**config.mk**
```make
export PLATFORM = sky130hd
export DESIGN_NAME = modal_regfile
export DESIGN_NICKNAME = d
export VERILOG_FILES = /design/src/rtl/modal_rf_pkg.sv /design/src/rtl/modal_rf_mode_dec.sv /design/src/rtl/modal_rf_psr.sv /design/src/rtl/modal_rf_gpr.sv /design/src/rtl/modal_regfile.sv
export SDC_FILE = /design/constraint.sdc
export NUM_CORES = 2
export LEC_CHECK = 0
export BUFFER_PORTS_ARGS = -buffer_cell sky130_fd_sc_hd__buf_2
export CAP_MARGIN = 30
export CORE_ASPECT_RATIO = 1.5
export CORE_MARGIN = 5
export CORE_UTILIZATION = 55
export DETAILED_ROUTE_END_ITERATION = 6
export MAX_ROUTING_LAYER = met4
export PLACE_DENSITY = 0.68
export SLEW_MARGIN = 10
export SYNTH_ARGS = -nofsm -noshare
export SYNTH_HDL_FRONTEND = slang
export SYNTH_HIERARCHICAL = 1
export SYNTH_SLANG_ARGS = --single-unit
```
**constraint.sdc**
```tcl
create_clock -name clk -period 22 [get_ports clk]
set_clock_uncertainty 0.05 [all_clocks]
set_input_delay 4.4 -clock clk [delete_from_list [all_inputs] [get_ports clk]]
set_output_delay 4.4 -clock clk [all_outputs]
set_load 0.01 [all_outputs]
```
**src/rtl/modal_rf_pkg.sv**
```systemverilog
`timescale 1ns/1ps
package modal_rf_pkg;

  localparam int NARCH     = 16;
  localparam int PSR_W     = 32;
  localparam int FIQ_LO    = 8;
  localparam int FIQ_CNT   = 5;
  localparam int NBANK     = 6;
  localparam int R_SP      = 13;
  localparam int R_LR      = 14;
  localparam int R_PC      = 15;

  // physical layout: shared low regs, two copies of r8-r12, per-bank sp, per-bank lr, pc
  localparam int IDX_SP_BASE = FIQ_LO + 2 * FIQ_CNT;
  localparam int IDX_LR_BASE = IDX_SP_BASE + NBANK;
  localparam int IDX_PC      = IDX_LR_BASE + NBANK;
  localparam int NPHYS       = IDX_PC + 1;
  localparam int PIDX_W      = $clog2(NPHYS);

  typedef logic [PIDX_W-1:0] pidx_t;

  typedef enum logic [2:0] {
    BK_USR = 3'd0,
    BK_FIQ = 3'd1,
    BK_IRQ = 3'd2,
    BK_SVC = 3'd3,
    BK_ABT = 3'd4,
    BK_UND = 3'd5
  } bank_e;

  localparam logic [4:0] M_USR = 5'h10;
  localparam logic [4:0] M_FIQ = 5'h11;
  localparam logic [4:0] M_IRQ = 5'h12;
  localparam logic [4:0] M_SVC = 5'h13;
  localparam logic [4:0] M_ABT = 5'h17;
  localparam logic [4:0] M_UND = 5'h1B;
  localparam logic [4:0] M_SYS = 5'h1F;

  localparam int BIT_I = 7;
  localparam int BIT_F = 6;

  localparam logic [7:0] VEC_UND = 8'h04;
  localparam logic [7:0] VEC_SWI = 8'h08;
  localparam logic [7:0] VEC_FIQ = 8'h1C;

  localparam logic [PSR_W-1:0] CPSR_RST = {24'h0, 1'b0, 1'b1, 1'b0, M_SVC};

  function automatic pidx_t phys_of(bank_e b, logic [3:0] r);
    int ri;
    int res;
    ri = int'(r);
    if (ri < FIQ_LO)                 res = ri;
    else if (ri < FIQ_LO + FIQ_CNT)  res = FIQ_LO + ((b == BK_FIQ) ? FIQ_CNT : 0) + (ri - FIQ_LO);
    else if (ri == R_SP)             res = IDX_SP_BASE + int'(b);
    else if (ri == R_LR)             res = IDX_LR_BASE + int'(b);
    else                             res = IDX_PC;
    return pidx_t'(res);
  endfunction

endpackage

```
**src/rtl/modal_rf_mode_dec.sv**
```systemverilog
`timescale 1ns/1ps
module modal_rf_mode_dec
  import modal_rf_pkg::*;
(
  input  logic [4:0] code,
  output bank_e      bank,
  output logic       legal,
  output logic       priv
);

  always_comb begin
    bank  = BK_USR;
    legal = 1'b1;
    priv  = 1'b1;
    case (code)
      M_USR: priv = 1'b0;
      M_SYS: bank = BK_USR;
      M_FIQ: bank = BK_FIQ;
      M_IRQ: bank = BK_IRQ;
      M_SVC: bank = BK_SVC;
      M_ABT: bank = BK_ABT;
      M_UND: bank = BK_UND;
      default: legal = 1'b0;
    endcase
  end

endmodule

```
**src/rtl/modal_rf_psr.sv**
```systemverilog
`timescale 1ns/1ps
module modal_rf_psr
  import modal_rf_pkg::*;
(
  input  logic             clk,
  input  logic             rst_n,
  input  logic             exc_fiq,
  input  logic             exc_und,
  input  logic             exc_swi,
  input  logic             psr_we,
  input  logic             psr_sel_spsr,
  input  logic [PSR_W-1:0] psr_wdata,
  output logic [PSR_W-1:0] cpsr,
  output logic [PSR_W-1:0] spsr,
  output bank_e            nxt_bank,
  output logic             exc_take,
  output logic [7:0]       exc_vec,
  output logic             mode_err
);

  logic [PSR_W-1:0] cpsr_q, cpsr_d, exc_val, wr_val;
  logic             cpsr_en, cpsr_wr;
  logic [4:0]       exc_mode, nxt_code;
  logic             exc_mask_f;
  bank_e            cur_bank;
  logic             cur_priv;
  logic             req_legal;
  logic [PSR_W-1:0] spsr_all [NBANK];

  logic             cur_legal_unused, req_priv_unused, nxt_legal_unused, nxt_priv_unused;
  bank_e            req_bank_unused;
  logic [15:0]      wdata_mid_unused;
  assign wdata_mid_unused = psr_wdata[23:8];

  modal_rf_mode_dec u_cur_dec (
    .code (cpsr_q[4:0]),
    .bank (cur_bank),
    .legal(cur_legal_unused),
    .priv (cur_priv)
  );

  // exception selection, fixed priority
  always_comb begin
    exc_take   = exc_fiq | exc_und | exc_swi;
    exc_mode   = M_SVC;
    exc_vec    = VEC_SWI;
    exc_mask_f = 1'b0;
    if (exc_fiq) begin
      exc_mode   = M_FIQ;
      exc_vec    = VEC_FIQ;
      exc_mask_f = 1'b1;
    end else if (exc_und) begin
      exc_mode = M_UND;
      exc_vec  = VEC_UND;
    end
    exc_val          = cpsr_q;
    exc_val[4:0]     = exc_mode;
    exc_val[BIT_I]   = 1'b1;
    exc_val[BIT_F]   = cpsr_q[BIT_F] | exc_mask_f;
  end

  // move-to-status on the current word
  always_comb begin
    wr_val         = cpsr_q;
    wr_val[31:24]  = psr_wdata[31:24];
    if (cur_priv) wr_val[7:0] = psr_wdata[7:0];
    wr_val[4]      = 1'b1;
  end

  modal_rf_mode_dec u_req_dec (
    .code (wr_val[4:0]),
    .bank (req_bank_unused),
    .legal(req_legal),
    .priv (req_priv_unused)
  );

  assign cpsr_wr  = psr_we & ~psr_sel_spsr & ~exc_take;
  assign mode_err = cpsr_wr & ~req_legal;
  assign cpsr_en  = exc_take | (cpsr_wr & req_legal);
  assign cpsr_d   = exc_take ? exc_val : wr_val;
  assign nxt_code = cpsr_en ? cpsr_d[4:0] : cpsr_q[4:0];

  modal_rf_mode_dec u_nxt_dec (
    .code (nxt_code),
    .bank (nxt_bank),
    .legal(nxt_legal_unused),
    .priv (nxt_priv_unused)
  );

  always_ff @(posedge clk or negedge rst_n) begin
    if (!rst_n)       cpsr_q <= CPSR_RST;
    else if (cpsr_en) cpsr_q <= cpsr_d;
  end

  assign spsr_all[0] = '0;

  for (genvar b = 1; b < NBANK; b++) begin : g_spsr
    logic [PSR_W-1:0] q, d;
    logic             en;
    always_comb begin
      en = 1'b0;
      d  = {psr_wdata[31:24], q[23:8], psr_wdata[7:0]};
      if (exc_take) begin
        en = (nxt_bank == bank_e'(b));
        d  = cpsr_q;
      end else if (psr_we && psr_sel_spsr && cur_bank == bank_e'(b)) begin
        en = 1'b1;
      end
    end
    always_ff @(posedge clk or negedge rst_n) begin
      if (!rst_n)  q <= '0;
      else if (en) q <= d;
    end
    assign spsr_all[b] = q;
  end

  assign cpsr = cpsr_q;
  assign spsr = spsr_all[cur_bank];

endmodule

```
**src/rtl/modal_rf_gpr.sv**
```systemverilog
`timescale 1ns/1ps
module modal_rf_gpr
  import modal_rf_pkg::*;
#(
  parameter int              XLEN   = 32,
  parameter logic [XLEN-1:0] SP_USR = 'h0300_7F00,
  parameter logic [XLEN-1:0] SP_IRQ = 'h0300_7FA0,
  parameter logic [XLEN-1:0] SP_SVC = 'h0300_7FE0
) (
  input  logic            clk,
  input  logic            rst_n,
  input  bank_e           bank,
  input  logic [3:0]      rd_a_addr,
  output logic [XLEN-1:0] rd_a_data,
  input  logic [3:0]      rd_b_addr,
  output logic [XLEN-1:0] rd_b_data,
  input  logic            gw_en,
  input  logic [3:0]      gw_addr,
  input  logic [XLEN-1:0] gw_data,
  input  logic            lnk_en,
  input  logic [XLEN-1:0] lnk_data,
  input  logic            pc_en,
  input  logic [XLEN-1:0] pc_data
);

  logic [XLEN-1:0] phys_q [NPHYS];
  pidx_t           gw_idx, lnk_idx, rda_idx, rdb_idx;

  assign gw_idx  = phys_of(bank, gw_addr);
  assign lnk_idx = phys_of(bank, 4'(R_LR));
  assign rda_idx = phys_of(bank, rd_a_addr);
  assign rdb_idx = phys_of(bank, rd_b_addr);

  for (genvar i = 0; i < NPHYS; i++) begin : g_reg
    localparam logic [XLEN-1:0] RV =
      (i == IDX_SP_BASE + int'(BK_USR)) ? SP_USR :
      (i == IDX_SP_BASE + int'(BK_IRQ)) ? SP_IRQ :
      (i == IDX_SP_BASE + int'(BK_SVC)) ? SP_SVC : '0;
    logic [XLEN-1:0] q, d;
    logic            en;
    always_comb begin
      en = gw_en && (gw_idx == pidx_t'(i));
      d  = gw_data;
      if (lnk_en && lnk_idx == pidx_t'(i)) begin
        en = 1'b1;
        d  = lnk_data;
      end
      if (pc_en && (i == IDX_PC)) begin
        en = 1'b1;
        d  = pc_data;
      end
    end
    always_ff @(posedge clk or negedge rst_n) begin
      if (!rst_n)  q <= RV;
      else if (en) q <= d;
    end
    assign phys_q[i] = q;
  end

  assign rd_a_data = phys_q[rda_idx];
  assign rd_b_data = phys_q[rdb_idx];

endmodule

```
**src/rtl/modal_regfile.sv**
```systemverilog
`timescale 1ns/1ps
module modal_regfile
  import modal_rf_pkg::*;
#(
  parameter int              XLEN   = 32,
  parameter logic [XLEN-1:0] SP_USR = 'h0300_7F00,
  parameter logic [XLEN-1:0] SP_IRQ = 'h0300_7FA0,
  parameter logic [XLEN-1:0] SP_SVC = 'h0300_7FE0
) (
  input  logic            clk,
  input  logic            rst_n,
  input  logic [3:0]      rd_a_addr,
  output logic [XLEN-1:0] rd_a_data,
  input  logic [3:0]      rd_b_addr,
  output logic [XLEN-1:0] rd_b_data,
  input  logic            wr_en,
  input  logic [3:0]      wr_addr,
  input  logic [XLEN-1:0] wr_data,
  input  logic            pc_adv,
  input  logic [XLEN-1:0] next_pc,
  input  logic            exc_fiq,
  input  logic            exc_und,
  input  logic            exc_swi,
  input  logic            psr_we,
  input  logic            psr_sel_spsr,
  input  logic [31:0]     psr_wdata,
  input  logic            fiq_req,
  output logic [31:0]     cpsr_o,
  output logic [31:0]     spsr_o,
  output logic            fiq_pending,
  output logic            mode_err
);

  bank_e           nxt_bank;
  logic            exc_take;
  logic [7:0]      exc_vec;
  logic            wr_pc_hit;
  logic            pc_en;
  logic [XLEN-1:0] pc_data;
  logic [XLEN-1:0] lnk_data;

  modal_rf_psr u_psr (
    .clk         (clk),
    .rst_n       (rst_n),
    .exc_fiq     (exc_fiq),
    .exc_und     (exc_und),
    .exc_swi     (exc_swi),
    .psr_we      (psr_we),
    .psr_sel_spsr(psr_sel_spsr),
    .psr_wdata   (psr_wdata),
    .cpsr        (cpsr_o),
    .spsr        (spsr_o),
    .nxt_bank    (nxt_bank),
    .exc_take    (exc_take),
    .exc_vec     (exc_vec),
    .mode_err    (mode_err)
  );

  assign wr_pc_hit = wr_en && (wr_addr == 4'(R_PC));
  assign pc_en     = exc_take || (pc_adv && !wr_pc_hit);
  assign pc_data   = exc_take ? XLEN'(exc_vec) : next_pc;
  assign lnk_data  = next_pc + XLEN'(4);

  modal_rf_gpr #(
    .XLEN  (XLEN),
    .SP_USR(SP_USR),
    .SP_IRQ(SP_IRQ),
    .SP_SVC(SP_SVC)
  ) u_gpr (
    .clk      (clk),
    .rst_n    (rst_n),
    .bank     (nxt_bank),
    .rd_a_addr(rd_a_addr),
    .rd_a_data(rd_a_data),
    .rd_b_addr(rd_b_addr),
    .rd_b_data(rd_b_data),
    .gw_en    (wr_en),
    .gw_addr  (wr_addr),
    .gw_data  (wr_data),
    .lnk_en   (exc_take),
    .lnk_data (lnk_data),
    .pc_en    (pc_en),
    .pc_data  (pc_data)
  );

  assign fiq_pending = fiq_req & ~cpsr_o[BIT_F];

endmodule

```
### After elaboration in Yosys (flattened, before gate mapping)

Index checks and enable logic that the tools add are counted.
Widths: inputs -> output; s select.

* RAM bits: 0
* bits in read-only memories: 0
* word-level logic and storage cells: 359
* memories kept: 0
* output and inout bits: 130
* input bits: 118
* bits in latches: 0
* register bits: 1088

* $add $sub $neg: 10
* muxes and demuxes: 109
* reductions and logical operators: 79
* multiply operators: 0
* $lt $le $gt $ge: 9
* equal/unequal tests: 95
* divide/modulo/power cells: 0
* bitwise gates (word level): 17
* shift operators: 0

Operators with widths (count)
* $mux 32: 40
* $bmux 32 s5: 2
* $eq 5x5->1 const B: 41
* $bmux 32 s3: 1
* $eq 5x4->1 const B: 16
* $logic_and 1x1->1: 70
* $mux 5: 14
* $mux 1: 44
* $eq 5x3->1 const B: 8
* $add 32x3->32 const B: 1
* $pmux 3 s5: 2
* $lt 4x4->1 const B: 6
* $eq 4x2->1 const B: 5
* $eq 5x2->1 const B: 4
* $eq 4x3->1 const B: 4
* $mux 8: 2
* $add 5x5->5: 3
* $sub 4x4->5 const B: 3
* $eq 3x2->1 const B: 4
* $eq 3x3->1 const B: 4
* $eq 4x4->1 const B: 3
* $ge 6x6->1 const B: 2
* $mux 4: 3
* $not 5->6: 2
* 19 further kinds: 35

### Longest topological paths before layout

* depth in word-level cells: 20
* depth in mapped cells: 27
* depth with buffers taken out: 20

### Hierarchy

The synthesis kept the hierarchy.

By module, submodules not included
* modal_rf_gpr: area an instance 57661.6 um^2, cells each 5949, times used 1
* modal_rf_psr: area an instance 4999.8 um^2, cells each 486, times used 1
* modal_regfile: area an instance 843.3 um^2, cells each 120, times used 1
* modal_rf_mode_dec: area an instance 70.1 um^2, cells each 11, times used 3

### Least setup slack after synthesis

OpenSTA, ideal clock, no wires.

* path type: input port to output port
* from: input exc_und
* to: output rd_a_data[10]
* arrival time: 9097 ps
* path slack: 8453 ps
* stages: 23
* path through: nor3_4 clkbuf_1 and3_1 clkbuf_1 nand2_1 o211ai_1 nor2b_1 nor3_1 buf_2 nor3b_2 buf_2 and2_1 ha_1 nand2b_1 a211oi_1 or3_1 clkbuf_1 buf_2 buf_1 mux2i_1 o22ai_1 o21ai_0 nand4_1

* word-level cells in the longest chain between the ends: 19

RTL lines
* start: declaration: line modal_regfile.sv:22 `input logic exc_und,`
* $or 1x1->1 * (2 in series): line modal_rf_psr.sv:44 `exc_take = exc_fiq | exc_und | exc_swi;`
* $not 1->1 (no source line)
* $and 1x1->1: line modal_rf_psr.sv:77 `assign cpsr_wr = psr_we & ~psr_sel_spsr & ~exc_take;`
* $and 1x1->1: line modal_rf_psr.sv:79 `assign cpsr_en = exc_take | (cpsr_wr & req_legal);`
* $or 1x1->1: line modal_rf_psr.sv:79
* $mux 5 *: line modal_rf_psr.sv:81 `assign nxt_code = cpsr_en ? cpsr_d[4:0] : cpsr_q[4:0];`
* via u_psr.nxt_code[1]: line modal_rf_psr.sv:23 `logic [4:0] exc_mode, nxt_code;`
* $eq 5x5->1: line modal_rf_mode_dec.sv:15 `case (code)`
* [... 1 more ...]
* via nxt_bank[0]: line modal_regfile.sv:34 `bank_e nxt_bank;`
* [... 1 more ...]
* $mux 3: line modal_rf_pkg.sv:53 `else if (ri < FIQ_LO + FIQ_CNT) res = FIQ_LO + ((b == BK_FIQ) ? FIQ_CNT : 0) + (ri - FIQ_LO);`
* $add 4x3->5: line modal_rf_pkg.sv:53
* $add 5x5->5: line modal_rf_pkg.sv:53
* $mux 5 *: line modal_rf_pkg.sv:53
* $mux 5 *: line modal_rf_pkg.sv:52 `if (ri < FIQ_LO) res = ri;`
* $not 5->6 (not written as such) *: line modal_rf_gpr.sv:60 `assign rd_a_data = phys_q[rda_idx];`
* $bmux 32 s5 *: line modal_rf_gpr.sv:60
* $mux 32 (not written as such) * (2 in series): line modal_rf_gpr.sv:60
* end: declaration: line modal_regfile.sv:13 `output logic [XLEN-1:0] rd_a_data,`

The timed path passes the listed nets; every way through them passes the cells marked *. The select of a mux whose other input is x is not followed.

### Final worst setup path

* from: input exc_fiq
* to: output rd_a_data[0]

* word-level cells in the longest chain between the ends: 19

RTL lines
* start: declaration: line modal_regfile.sv:21 `input logic exc_fiq,`
* $or 1x1->1 (2 in series): line modal_rf_psr.sv:44
* $not 1->1 (no source line)
* $and 1x1->1: line modal_rf_psr.sv:77
* $and 1x1->1: line modal_rf_psr.sv:79
* $or 1x1->1: line modal_rf_psr.sv:79
* $mux 5 *: line modal_rf_psr.sv:81
* via u_psr.nxt_code[3]: line modal_rf_psr.sv:23
* $eq 5x5->1: line modal_rf_mode_dec.sv:15
* [... 1 more ...]
* via nxt_bank[2]: line modal_regfile.sv:34
* [... 1 more ...]
* $mux 3: line modal_rf_pkg.sv:53
* $add 4x3->5: line modal_rf_pkg.sv:53
* $add 5x5->5: line modal_rf_pkg.sv:53
* $mux 5 *: line modal_rf_pkg.sv:53
* $mux 5 *: line modal_rf_pkg.sv:52
* $not 5->6 (not written as such) *: line modal_rf_gpr.sv:60
* $bmux 32 s5 *: line modal_rf_gpr.sv:60
* $mux 32 (not written as such) * (2 in series): line modal_rf_gpr.sv:60

Marks and branches as above.

==> results.sh <==
export IMPL_initialDrtViolationCount=6065
export IMPL_die_area_um2=123000
export IMPL_yosys_warnings=6
export IMPL_power_density_nw_per_um2=101
export IMPL_required_ns=17.55
export IMPL_vias=56000
export IMPL_syn_area_per_cell_um2=9.68
export IMPL_syn2layout_area_growth_pct=9.30
export IMPL_hold_slack_ns=0.441
export IMPL_first_pass_iters=7
export IMPL_gp_congestion=0.963
export IMPL_portBuffers=198
export IMPL_vias_per_cell=6.97
export IMPL_insertion_delay_ns=0.74
export IMPL_cts_hold_buffers=0
export IMPL_finalSetupViolations=0
export IMPL_final_min_clock_period_ns=16.67
export IMPL_antenna_found_initial=15
export IMPL_cts_path_max_buffers=3
export IMPL_wl_met2_um=110000
export IMPL_grt_pass1_vias=54800
export IMPL_crit_start="exc_fiq"
export IMPL_clkPwrFrac_pct=27.8
export IMPL_postCtsSetupRepairBufs=0
export IMPL_slew_headroom_pct=25.5
export IMPL_post_cts_resized=0
export IMPL_arrival_ns=12.22
export IMPL_ioPinCount=248
export IMPL_ant_nets=0
export IMPL_start_util_pct=55.5
export IMPL_fmax_mhz=60.0
export IMPL_p_int_uw=4580
export IMPL_fin_crit_sh_pct=75.8
export IMPL_clkTransAtPathRegs_ns=0.06
export IMPL_drive_above_1_share_pct=23.5
export IMPL_wl_per_cell_um=30.9
export IMPL_grt_max_degree=159
export IMPL_cp_max_fo=68
export IMPL_clock_sinks=1087
export IMPL_irDropWorstVdd_mv=0.0796
export IMPL_power_uw=7010
export IMPL_dr_wl_met3_um=25600
export IMPL_drc_errors=0
export IMPL_grt_overflow=0
export IMPL_dr_max_layer_used="met4"
export IMPL_rsz0062_at_grt="false"
export IMPL_cts_root_buf="clkbuf_16"
export IMPL_nNetsFinal=6508
export IMPL_core_area_um2=115000
export IMPL_combPwrFrac_pct=28.6
export IMPL_cts_tree="done"
export IMPL_p_leak_uw=0.0312
export IMPL_drt_wl_total_um=249000
export IMPL_numCtsBuffers=107
export IMPL_syn_inst=6573
export IMPL_die_w_um=288
export IMPL_die_y_um=427
export IMPL_outcome="finished, final reports clean"
export IMPL_drv_slew=0
export IMPL_fp_row_count=152
export IMPL_m1WireLength_um=86100
export IMPL_grt_pass1_wl_um=360000
export IMPL_syn_area_um2=63600
export IMPL_grt_total_usage_pct=40.6
export IMPL_seq_power_share_pct=43.6
export IMPL_power_switching_uw=2430
export IMPL_hold_path_class="reg -> reg"
export IMPL_worst_slew_pin_slew_ns=1.12
export IMPL_hold_viol_final=0
export IMPL_cp_end_kind="output port"
export IMPL_htree_num_levels=3
export IMPL_cp_start_kind="primary input"
export IMPL_r2r_start="u_psr/cpsr[2]"
export IMPL_p_sw_share_pct=34.6
export IMPL_maxCapViolations=0
export IMPL_tns_ns=0
export IMPL_critical_path_class="in -> out"
export IMPL_dpl_hpwl_um=143000
export IMPL_hp_start="u_psr/g_spsr[4].q[28]"
==> placed cells by master, fill, tap and decap left out, types with 16 or more instances in the layout <==
| cell type | count |
|---|---|
| clkbuf_8 | 30 |
| a211oi_1 | 254 |
| nand2_1 | 1162 |
| mux2_2 | 857 |
| dfstp_2 | 35 |
| nor2_1 | 180 |
| o211ai_1 | 34 |
| a21oi_1 | 248 |
| a311oi_1 | 63 |
| o21ai_1 | 33 |
| nor2_4 | 16 |
| a22oi_1 | 41 |
| o32ai_1 | 32 |
| diode_2 | 19 |
| o2bb2ai_1 | 33 |
| clkbuf_1 | 28 |
| buf_4 | 129 |
| nor2b_1 | 34 |
| o22ai_1 | 42 |
| buf_2 | 197 |
| mux2i_1 | 583 |
| and3_1 | 162 |
| nand4_1 | 137 |
| clkbuf_16 | 110 |
| xnor2_1 | 23 |
| conb_1 | 44 |
| dfrtp_1 | 1052 |
| nand3_1 | 337 |
| o21ai_0 | 171 |
| a32oi_1 | 65 |
| clkinv_2 | 20 |
| a31oi_1 | 66 |
==> worst paths after layout <==
path | cells past startpoint | end | slack (ns)
max | 22 | rd_a_data[0] | 5.33
min | 1 | u_psr/g_spsr[4].q[28] | 0.44
max reg2reg | 21 | u_gpr/g_reg[23].q[6] | 14.92
min reg2reg | 1 | u_psr/g_spsr[4].q[28] | 0.44
max in group asynchronous | 7 | u_gpr/g_reg[20].q[14] | 14.85
min in group asynchronous | 1 | u_gpr/g_reg[30].q[24] | 3.64
==> metrics by stage <==
stage | instance area [µm²] | util [%] | instances | setup WS [ns]
2_1_floorplan | 63800 | - | 6615 | 8.51
3_3_place_gp | 65400 | 57.0 | 7794 | 5.70
3_5_place_dp | 65600 | 57.2 | 7807 | 5.59
4_1_cts | 69300 | 60.4 | 8008 | 5.58
5_1_grt | 69500 | 60.6 | 8032 | 5.20
6_report | 69500 | 60.6 | 8036 | 5.33
==> layout make-up <==
cell class                      count  area, µm²
Fill cell                        9759      45100
Multi-Input combinational cell   4822      34000
Sequential cell                  1087      27200
Clock buffer                      168       3270
Timing Repair Buffer              352       2540
Tap cell                         1540       1930
Clock inverter                     33        422
Inverter                           15       56.3
Antenna cell                       19       47.5
==> power groups by stage <==
| stage | Combinational, µW | Clock [µW] | Sequential (µW) |
|---|---|---|---|
| 2_1_floorplan | 1380 | 0 | 2950 |
| 3_3_place_gp | 1890 | 0 | 3040 |
| 3_5_place_dp | 1950 | 0 | 3080 |
| 4_1_cts | 1950 | 1960 | 3040 |
| 5_1_grt | 2150 | 2040 | 3130 |
| 6_report | 2000 | 1950 | 3060 |
==> critical path, cell delays in order <==
cell and delay, ns:
buf_2 0.27, nor3_4 0.37, buf_4 0.40, nand3_1 0.58, o21ai_0 0.35, a21oi_1 0.19, xnor2_1 0.22, nor3b_2 0.20
buf_4 0.26, nor3b_2 0.08, and2_1 0.16, ha_1 0.31, nand2b_1 0.06, a211oi_1 0.40, or3_4 0.76, buf_4 0.87
buf_4 0.87, mux2i_1 0.26, o22ai_1 0.10, o21ai_0 0.46, nand4_1 0.27, buf_2 0.22
==> metal layers <==
metal	track usage [%]	vias up
li1	-	23300
met2	60.8	3678
met3	9.14	1400
met1	45.9	27600
met4	34.9	0
met5	-	-
==> sequential cells by signal, indices dropped and copies added, names as in the netlist <==
signal	flops
u_gpr/g.q	992
u_psr/cpsr	15
u_psr/g_spsr.q	80
(Power assumes the default switching activity.)
